### src/rtl/ilim_pkg.sv
package ilim_pkg;
  localparam int unsigned LEB_SEL_W = 2;

  // blanking length in clocks: 0, then UNIT doubling per code step
  function automatic int unsigned leb_cycles(input logic [LEB_SEL_W-1:0] code,
                                             input int unsigned unit);
    if (code == '0) return 0;
    return unit << (code - 1'b1);
  endfunction
endpackage

### src/rtl/ilim_leb.sv
module ilim_leb #(
  parameter int unsigned BLANK_UNIT = 4
) (
  input  logic                           clk,
  input  logic                           rst_n,
  input  logic                           cyc_start,
  input  logic [ilim_pkg::LEB_SEL_W-1:0] blank_sel,
  output logic                           blank_on
);
  localparam int unsigned BLANK_MAX = BLANK_UNIT << ((2 ** ilim_pkg::LEB_SEL_W) - 2);
  localparam int unsigned BW        = $clog2(BLANK_MAX + 1);

  logic [BW-1:0] remain_q;
  logic [BW-1:0] len_w;

  assign len_w    = BW'(ilim_pkg::leb_cycles(blank_sel, BLANK_UNIT));
  assign blank_on = cyc_start ? (len_w != '0) : (remain_q != '0);

  always_ff @(posedge clk or negedge rst_n) begin
    if (!rst_n) begin
      remain_q <= '0;
    end else if (cyc_start) begin
      remain_q <= (len_w != '0) ? len_w - 1'b1 : '0;
    end else if (remain_q != '0) begin
      remain_q <= remain_q - 1'b1;
    end
  end

  // the window never extends past its programmed length
  p_window_bound_r2: assert property (@(posedge clk) disable iff (!rst_n)
    cyc_start |=> (remain_q < BW'(BLANK_MAX)));
endmodule

### src/rtl/ilim_trip.sv
module ilim_trip (
  input  logic clk,
  input  logic rst_n,
  input  logic en,
  input  logic cyc_start,
  input  logic cmp_hi,
  input  logic blank_on,
  output logic term_q,
  output logic trip_evt,
  output logic first_evt,
  output logic cyc_clean
);
  assign trip_evt  = en & cmp_hi & ~blank_on;
  assign first_evt = trip_evt & (cyc_start | ~term_q);
  assign cyc_clean = cyc_start & ~term_q;

  always_ff @(posedge clk or negedge rst_n) begin
    if (!rst_n)         term_q <= 1'b0;
    else if (!en)       term_q <= 1'b0;
    else if (cyc_start) term_q <= trip_evt;
    else                term_q <= term_q | trip_evt;
  end

  // the request is held to the end of the switching cycle
  p_term_hold_r4: assert property (@(posedge clk) disable iff (!rst_n)
    (term_q && en && !cyc_start) |=> term_q);
  // an unblanked event always raises the request
  p_trip_sets_r3: assert property (@(posedge clk) disable iff (!rst_n)
    trip_evt |=> term_q);
endmodule

### src/rtl/ilim_ocp.sv
module ilim_ocp #(
  parameter int unsigned CNT_W = 4
) (
  input  logic             clk,
  input  logic             rst_n,
  input  logic             sw_clr,
  input  logic             first_evt,
  input  logic             cyc_clean,
  input  logic [CNT_W-1:0] ocp_max,
  output logic [CNT_W-1:0] cnt_q,
  output logic             shdn_q
);
  localparam logic [CNT_W-1:0] CNT_TOP = '1;

  function automatic logic [CNT_W-1:0] sat_inc(input logic [CNT_W-1:0] v);
    return (v == CNT_TOP) ? v : v + 1'b1;
  endfunction

  logic [CNT_W-1:0] base_w, nxt_w;
  logic             hit_max;

  assign base_w  = cyc_clean ? '0 : cnt_q;
  assign nxt_w   = first_evt ? sat_inc(base_w) : base_w;
  assign hit_max = first_evt && (ocp_max != '0) && (nxt_w == ocp_max);

  always_ff @(posedge clk or negedge rst_n) begin
    if (!rst_n) begin
      cnt_q  <= '0;
      shdn_q <= 1'b0;
    end else if (sw_clr) begin
      cnt_q  <= '0;
      shdn_q <= 1'b0;
    end else if (!shdn_q) begin
      cnt_q <= nxt_w;
      if (hit_max) shdn_q <= 1'b1;
    end
  end

  // the count moves by at most one step per clock
  p_one_step_r5: assert property (@(posedge clk) disable iff (!rst_n)
    1'b1 |=> (cnt_q == $past(cnt_q) || cnt_q == '0 || cnt_q == $past(cnt_q) + 1'b1));
  // a clean cycle restarts the count
  p_clean_zero_r6: assert property (@(posedge clk) disable iff (!rst_n)
    (cyc_clean && !first_evt && !shdn_q) |=> (cnt_q == '0));
  // shutdown only leaves through the software clear
  p_shdn_latch_r8: assert property (@(posedge clk) disable iff (!rst_n)
    (shdn_q && !sw_clr) |=> shdn_q);
endmodule

### src/rtl/cyc_ilimit.sv
module cyc_ilimit #(
  parameter int unsigned CNT_W      = 4,
  parameter int unsigned THR_W      = 4,
  parameter int unsigned BLANK_UNIT = 4
) (
  input  logic                           clk,
  input  logic                           rst_n,
  input  logic                           en,
  input  logic                           cyc_start,
  input  logic                           cmp_hi,
  input  logic [ilim_pkg::LEB_SEL_W-1:0] blank_sel,
  input  logic [THR_W-1:0]               thr_code_in,
  input  logic [CNT_W-1:0]               ocp_max,
  input  logic                           sw_clr,
  output logic [THR_W-1:0]               thr_code_out,
  output logic                           term_req,
  output logic                           ocp_shdn,
  output logic [CNT_W-1:0]               ocp_cnt
);
  logic blank_on;
  logic trip_evt;
  logic first_evt;
  logic cyc_clean;

  assign thr_code_out = thr_code_in;

  ilim_leb #(.BLANK_UNIT(BLANK_UNIT)) u_leb (
    .clk(clk), .rst_n(rst_n), .cyc_start(cyc_start),
    .blank_sel(blank_sel), .blank_on(blank_on)
  );

  ilim_trip u_trip (
    .clk(clk), .rst_n(rst_n), .en(en), .cyc_start(cyc_start),
    .cmp_hi(cmp_hi), .blank_on(blank_on), .term_q(term_req),
    .trip_evt(trip_evt), .first_evt(first_evt), .cyc_clean(cyc_clean)
  );

  ilim_ocp #(.CNT_W(CNT_W)) u_ocp (
    .clk(clk), .rst_n(rst_n), .sw_clr(sw_clr), .first_evt(first_evt),
    .cyc_clean(cyc_clean), .ocp_max(ocp_max), .cnt_q(ocp_cnt), .shdn_q(ocp_shdn)
  );

  // the strobe clock is blanked for any non-zero code
  p_blank_ignore_r2: assert property (@(posedge clk) disable iff (!rst_n)
    (cyc_start && blank_sel != '0) |=> !term_req);
  // disabling drops the request
  p_dis_quiet_r9: assert property (@(posedge clk) disable iff (!rst_n)
    !en |=> !term_req);
  // shutdown rises exactly at the programmed count
  p_shdn_at_max_r7: assert property (@(posedge clk) disable iff (!rst_n)
    $rose(ocp_shdn) |-> (ocp_cnt == $past(ocp_max)));
  // threshold code is a straight pass-through
  always_comb begin
    p_thr_pass_r10: assert (thr_code_out == thr_code_in);
  end
endmodule

### config.mk
export PLATFORM = sky130hd
export DESIGN_NAME = cyc_ilimit
export DESIGN_NICKNAME = d
export VERILOG_FILES = /design/src/rtl/ilim_pkg.sv /design/src/rtl/ilim_leb.sv /design/src/rtl/ilim_trip.sv /design/src/rtl/ilim_ocp.sv /design/src/rtl/cyc_ilimit.sv
export SDC_FILE = /design/constraint.sdc
export NUM_CORES = 1
export LEC_CHECK = 0
export ABC_AREA = 1
export BUFFER_PORTS_ARGS = -buffer_cell sky130_fd_sc_hd__clkbuf_2
export CAP_MARGIN = 10
export CELL_PAD_IN_SITES_DETAIL_PLACEMENT = 1
export CELL_PAD_IN_SITES_GLOBAL_PLACEMENT = 1
export CORE_MARGIN = 3
export CORE_UTILIZATION = 38
export CTS_CLUSTER_SIZE = 16
export DETAILED_ROUTE_END_ITERATION = 7
export PLACE_DENSITY = 0.88
export REMOVE_ABC_BUFFERS = 1
export SETUP_SLACK_MARGIN = 0.02
export SYNTH_ARGS = -nofsm -noshare
export SYNTH_HDL_FRONTEND = slang
export SYNTH_SLANG_ARGS = --single-unit
### constraint.sdc
create_clock -name clk -period 3.65 [get_ports clk]
set_input_delay 0.365 -clock clk [delete_from_list [all_inputs] [get_ports clk]]
set_output_delay 0.365 -clock clk [all_outputs]
set_load 0.02 [all_outputs]
Word level (Yosys, flattened, before mapping):

Cells that the tools add are included.

* register bits: 11
* word-level logic and storage cells: 43

* add/subtract/negate cells: 4
* equal/unequal tests: 3
* shift-type cells: 1
* mux-type cells: 16
* bitwise gates (word level): 8
* reductions and logical operators: 7

Operators with widths (count)
* 4-bit two-way mux: 5
* 5-bit two-way mux: 4
* 5-bit nonzero test: 2
* 5-bit by 1-bit subtractor with 5-bit output (second input constant): 2
* 1-bit two-way mux: 7
* 3-bit by 2-bit left shift with 5-bit output (first input constant): 1
* 4-bit by 1-bit adder with 4-bit output (second input constant): 1
* 1-bit AND: 4
* 4-bit == test: 1
* 4-bit == test (second input constant): 1
* 4-bit nonzero test: 1
* 1-bit logical AND: 2
* 2-bit zero test: 1
* 2-bit inequality test (second input constant): 1
* 1-bit inverter: 2
* 1-bit OR: 2
* 2-bit nonzero test: 1
* 2-bit by 1-bit subtractor with 2-bit output (second input constant): 1

Depth between registers and ports, before layout:

* depth after elaboration: 14
* gate-level depth with buffers: 18

Cells and area by module:

A second synthesis with hierarchy kept.

* cells, all modules: 113
* area total of the unflattened synthesis: 783.3 µm²

Modules (own cells, without submodules)
* ilim_ocp: times used 1, cells each 62, area each 390.4 µm², seq. area each 125.1 µm²
* ilim_leb: times used 1, cells each 36, area each 287.8 µm², seq. area each 125.1 µm²
* ilim_trip: times used 1, cells each 11, area each 75.1 µm², seq. area each 25.0 µm²
* cyc_ilimit: times used 1, cells each 4, area each 30.0 µm², seq. area each 0.0 µm²

Least setup slack after synthesis:

OpenSTA, ideal clock, no wires.

* kind: reg-to-reg
* start: reg u_trip.term_q
* end: reg u_ocp.shdn_q
* data arrival time: 1664 ps
* required time: 3530 ps
* path slack: 1867 ps
* cell stages (with the launch flop): 16
* path buffers: 0
* path through: dfrtp_1 -> inv_1 -> nand2_2 -> nand2_1 -> inv_1 -> ha_1 -> nand4_1 -> inv_1 -> nor2_2 -> nand2_1 -> nand2_1 -> nand2_1 -> nand2_1 -> nor2_1 -> nand2_1 -> nand2_1

* cells in the longest elaborated chain, start to end: 11
* elaborated cells between the ends (all ways): 15

RTL lines
* from (decl): RTL line ilim_trip.sv:8 `output logic term_q,`
* from (signal assigned): RTL line ilim_trip.sv:20 `else if (cyc_start) term_q <= trip_evt;`
* from (signal assigned): RTL line ilim_trip.sv:21 `else term_q <= term_q | trip_evt;`
* 1-bit inverter *: RTL line ilim_trip.sv:14, ilim_trip.sv:15
* 1-bit AND: RTL line ilim_trip.sv:15 `assign cyc_clean = cyc_start & ~term_q;`
* 4-bit two-way mux: RTL line ilim_ocp.sv:22 `assign base_w = cyc_clean ? '0 : cnt_q;`
* 4-bit by 1-bit adder with 4-bit output or 4-bit == test (tied branches): RTL line ilim_ocp.sv:16 `return (v == CNT_TOP) ? v : v + 1'b1;`
* 4-bit two-way mux: RTL line ilim_ocp.sv:16
* 4-bit two-way mux: RTL line ilim_ocp.sv:23 `assign nxt_w = first_evt ? sat_inc(base_w) : base_w;`
* 4-bit == test: RTL line ilim_ocp.sv:24 `assign hit_max = first_evt && (ocp_max != '0) && (nxt_w == ocp_max);`
* 1-bit logical AND *: RTL line ilim_ocp.sv:24
* 1-bit two-way mux *: RTL line ilim_ocp.sv:35 `if (hit_max) shdn_q <= 1'b1;`
* 1-bit two-way mux *: RTL line ilim_ocp.sv:33 `end else if (!shdn_q) begin`
* 1-bit two-way mux *: RTL line ilim_ocp.sv:30 `end else if (sw_clr) begin`
* to (signal assigned): RTL line ilim_ocp.sv:29 `shdn_q <= 1'b0;`
* to (signal assigned): RTL line ilim_ocp.sv:32 `shdn_q <= 1'b0;`
* to (signal assigned): RTL line ilim_ocp.sv:35
* to (decl): RTL line ilim_ocp.sv:11 `output logic shdn_q`

Every way passes the cells marked *; elsewhere a longest branch is shown, timed or not.
A chain may end at the register's enable or synchronous reset.

Worst setup path in the final report:

Ends and elaborated chain as after synthesis.

==> flow_summary.yaml <==
run_status:
  status: "complete, no violations"
placed_design:
  io_buffers: 17
  hpwl_um: 1803
  place_ws_ns: 1.551
  gp_congestion: 0.7898
  place_area_um2: 959.7
clocking:
  clk_latency_ns: 0.27
  cts_root_buf: "clkbuf_4"
  cts.sinks: 11
  cts_made_buffers: 3
  clkTransAtPathRegs_ns: 0.06
  cts_resized: 0
  tritoncts: "yes"
  max-clock-path-buffers: 2
  htree_levels: 1
worst_setup_path:
  cp_data_arrival_time_ns: 2.09
  criticalPathCategory: "flip-flop to flip-flop"
  crit_path_max_incr_delay_ns: 0.40
  cp_data_required_time_ns: 3.81
  worstSetupEndpointType: "flip-flop"
  crit_path_frequent_cell: "nand2_1"
  path_cells: "inv_1 > nand2_2 > nand2_1 > inv_1 > ha_1 > nand4_1 > inv_1 > nor2_2 > nand2_1 > nand2_1 > nand2_1 > nand2_1 > nor2_1 > nand2_1 > nand2_1"
  critPathBufInv: 3
  critical-path-slowest-cell: "dfrtp_1"
  worst-path-max-fanout: 5
  cpLargestDelayFamily: "simple AND/OR/NAND/NOR gates"
  cp-start-kind: "flip-flop"
global_route:
  grt_overflow: 0
  grt_pass1_vias: 871
  grt_max_degree: 12
  grt_pass1_wl_um: 3746
  track_usage_pct: 17.55
  antenna_found_initial: 0
sta:
  worst_pin_slew_ns: 0.2773
  rsz0062_at_grt: "false"
  fin_crit_sh_pct: 52.95
  relSlewSlack_pct: 81.51
  fmax_mhz: 517.4
  setup-violations-final: 0
  finalCriticalPeriod_ns: 1.933
  tns_ns: 0
  setup_ws_ns: 1.717
  hold_violations: 0
  clock_skew_ns: 0.007203
  drv_slew: 0
logic_synthesis:
  syn_area_um2: 882.1
  synth-seq-area-share_pct: 31.21
  yosys_warnings: 0
  yosys_register_bits: 11
  ys_top_cells_by_count: "nand2_1, inv_1, nor2_1, dfrtp_1"
  synth_top_area_share_pct: 31.21
  synth_flop_cell: "dfrtp_1"
  async_reset_ff_share_pct: 100.0
  synth_cells: 123
  yosysMostFrequentCell: "nand2_1"
  synth_edf_count: 0
  syn_avg_cell_area_um2: 7.172
  yosys-top-cells-area: "dfrtp_1, nand2_1, inv_1"
  ys_types: 25
  yosysTopAreaCell: "dfrtp_1"
power_and_ir_drop:
  power_density_nw_per_um2: 315.1
  p_leak_nw: 0.5476
  peakVddDrop_mv: 0.2440
  p_total_mw: 0.3138
die:
  io_pins: 26
  die_x_um: 54.18
  initial_core_util_pct: 42.37
  core_um2: 2082
  dieArea_um2: 2935
  num_rows: 16
  die_height_um: 54.18
final_layout:
  nNetsFinal: 160
  drive_gt1_share_pct: 25.00
  post-route-util_pct: 47.84
  syn_to_final_growth_pct: 12.91
  antenna_cells: 0
  finish.instance_area_um2: 996.0
  fill_cells: 289
route:
  viasPerCell: 4.982
  drt_iter0_drc: 3
  wl_per_cell_um: 12.44
  vias: 832
  drcViolationCount: 0
  drt_pass1_iterations: 4
  wl_um: 2077
  drtAntennaViolNets: 0
run:
  cap_violations: 0
hold_path:
  hold_path.class: "input port to flip-flop"
[logic make-up (layout without fill, tap and decap cells)]
group	count (synthesis)	in the layout	share of synthesized area (%)
DFF	11	11	31.21
AOI/OAI and AO/OA	12	12	8.510
adders and majority gates	3	3	4.256
buffers and inverters	20	37	11.06
xor gates and xnor gates	4	4	3.972
and+or+nand+nor	73	73	40.99
[sequential cells by signal (all words and copies together) (netlist names)]
| signal | flops |
|---|---|
| u_ocp.shdn_q | 1 |
| u_ocp.cnt_q | 4 |
| u_leb.remain_q | 5 |
| u_trip.term_q | 1 |
[routing by layer]
metal | GRT usage [%] | vias up | wire, um
li1 | - | 420 | -
met1 | 20.60 | 393 | 896
met2 | 30.68 | 17 | 1085
met3 | 6.371 | 2 | 88
met4 | 2.905 | 0 | 6
met5 | 0 | - | 0
[worst paths after layout]
path | from | end | slack, ns | cells past startpoint
max in group asynchronous | rst_n | u_ocp.cnt_q[1]$_DFFE_PN0P_ | 2.93 | 2
worst max-delay path | u_trip.term_q$_DFF_PN0_ | u_ocp.shdn_q$_DFF_PN0_ | 1.72 | 15
worst min-delay path | en | u_trip.term_q$_DFF_PN0_ | 0.35 | 2
worst min register to register | u_leb.remain_q[1]$_DFFE_PN0P_ | u_leb.remain_q[1]$_DFFE_PN0P_ | 0.54 | 2
worst max register to register | u_trip.term_q$_DFF_PN0_ | u_ocp.shdn_q$_DFF_PN0_ | 1.72 | 15
min in group asynchronous | rst_n | u_ocp.cnt_q[2]$_DFFE_PN0P_ | 0.50 | 2
[report_power, final]
group / total, mW / switching [mW] / internal (mW)
clock: 0.0825 / 0.0402 / 0.0424
sequential: 0.144 / 0.0102 / 0.134
combinational: 0.0875 / 0.0537 / 0.0339
[worst register-to-register path: stages, from the launching register on]
cell     delay (ns)
dfrtp_1        0.40
inv_1          0.12
nand2_2        0.10
nand2_1        0.12
inv_1          0.06
ha_1           0.24
nand4_1        0.15
inv_1          0.09
nor2_2         0.12
nand2_1        0.08
nand2_1        0.11
nand2_1        0.06
nand2_1        0.06
nor2_1         0.04
nand2_1        0.05
nand2_1        0.04
[repair_timing]
item                      CTS  global route
hold buffers                1             0
setup buffers               0             0
hold endpoints to repair   11             0
[stage by stage]
| step | cells | hold WS, ns |
|---|---|---|
| finish | 167 | 0.3477 |
| global route | 167 | 0.3305 |
| CTS | 167 | 0.3375 |
| detailed placement | 162 | 0.2541 |
| global placement | 162 | 0.2562 |
| floorplan | 118 | 0.06941 |
[final cells by class]
cell class / count / area [um2] / area share [%]
multi-input cells: 92 / 509.2 / 51.13
well taps: 27 / 33.78 / 3.392
repair buffers: 18 / 95.09 / 9.548
inverters: 15 / 56.30 / 5.653
flip-flops and latches: 11 / 275.3 / 27.64
clock buffers: 4 / 26.28 / 2.638
[cell usage in the layout (no fill, tap or decap), drive strengths merged]
cell type / netlist / final
a21boi: 1 / 1
a21oi: 3 / 3
clkbuf: 0 / 21
dfrtp: 11 / 11
dlygate4sd3: 0 / 1
ha: 3 / 3
inv: 15 / 15
nand2: 47 / 47
nand3: 7 / 7
nand3b: 1 / 1
nand4: 2 / 2
nor2: 15 / 15
nor3: 1 / 1
o2111ai: 1 / 1
o21ai: 4 / 4
o21bai: 1 / 1
o22ai: 2 / 2
xnor2: 2 / 2
xor2: 2 / 2
Power figures use the tool's default switching activity.
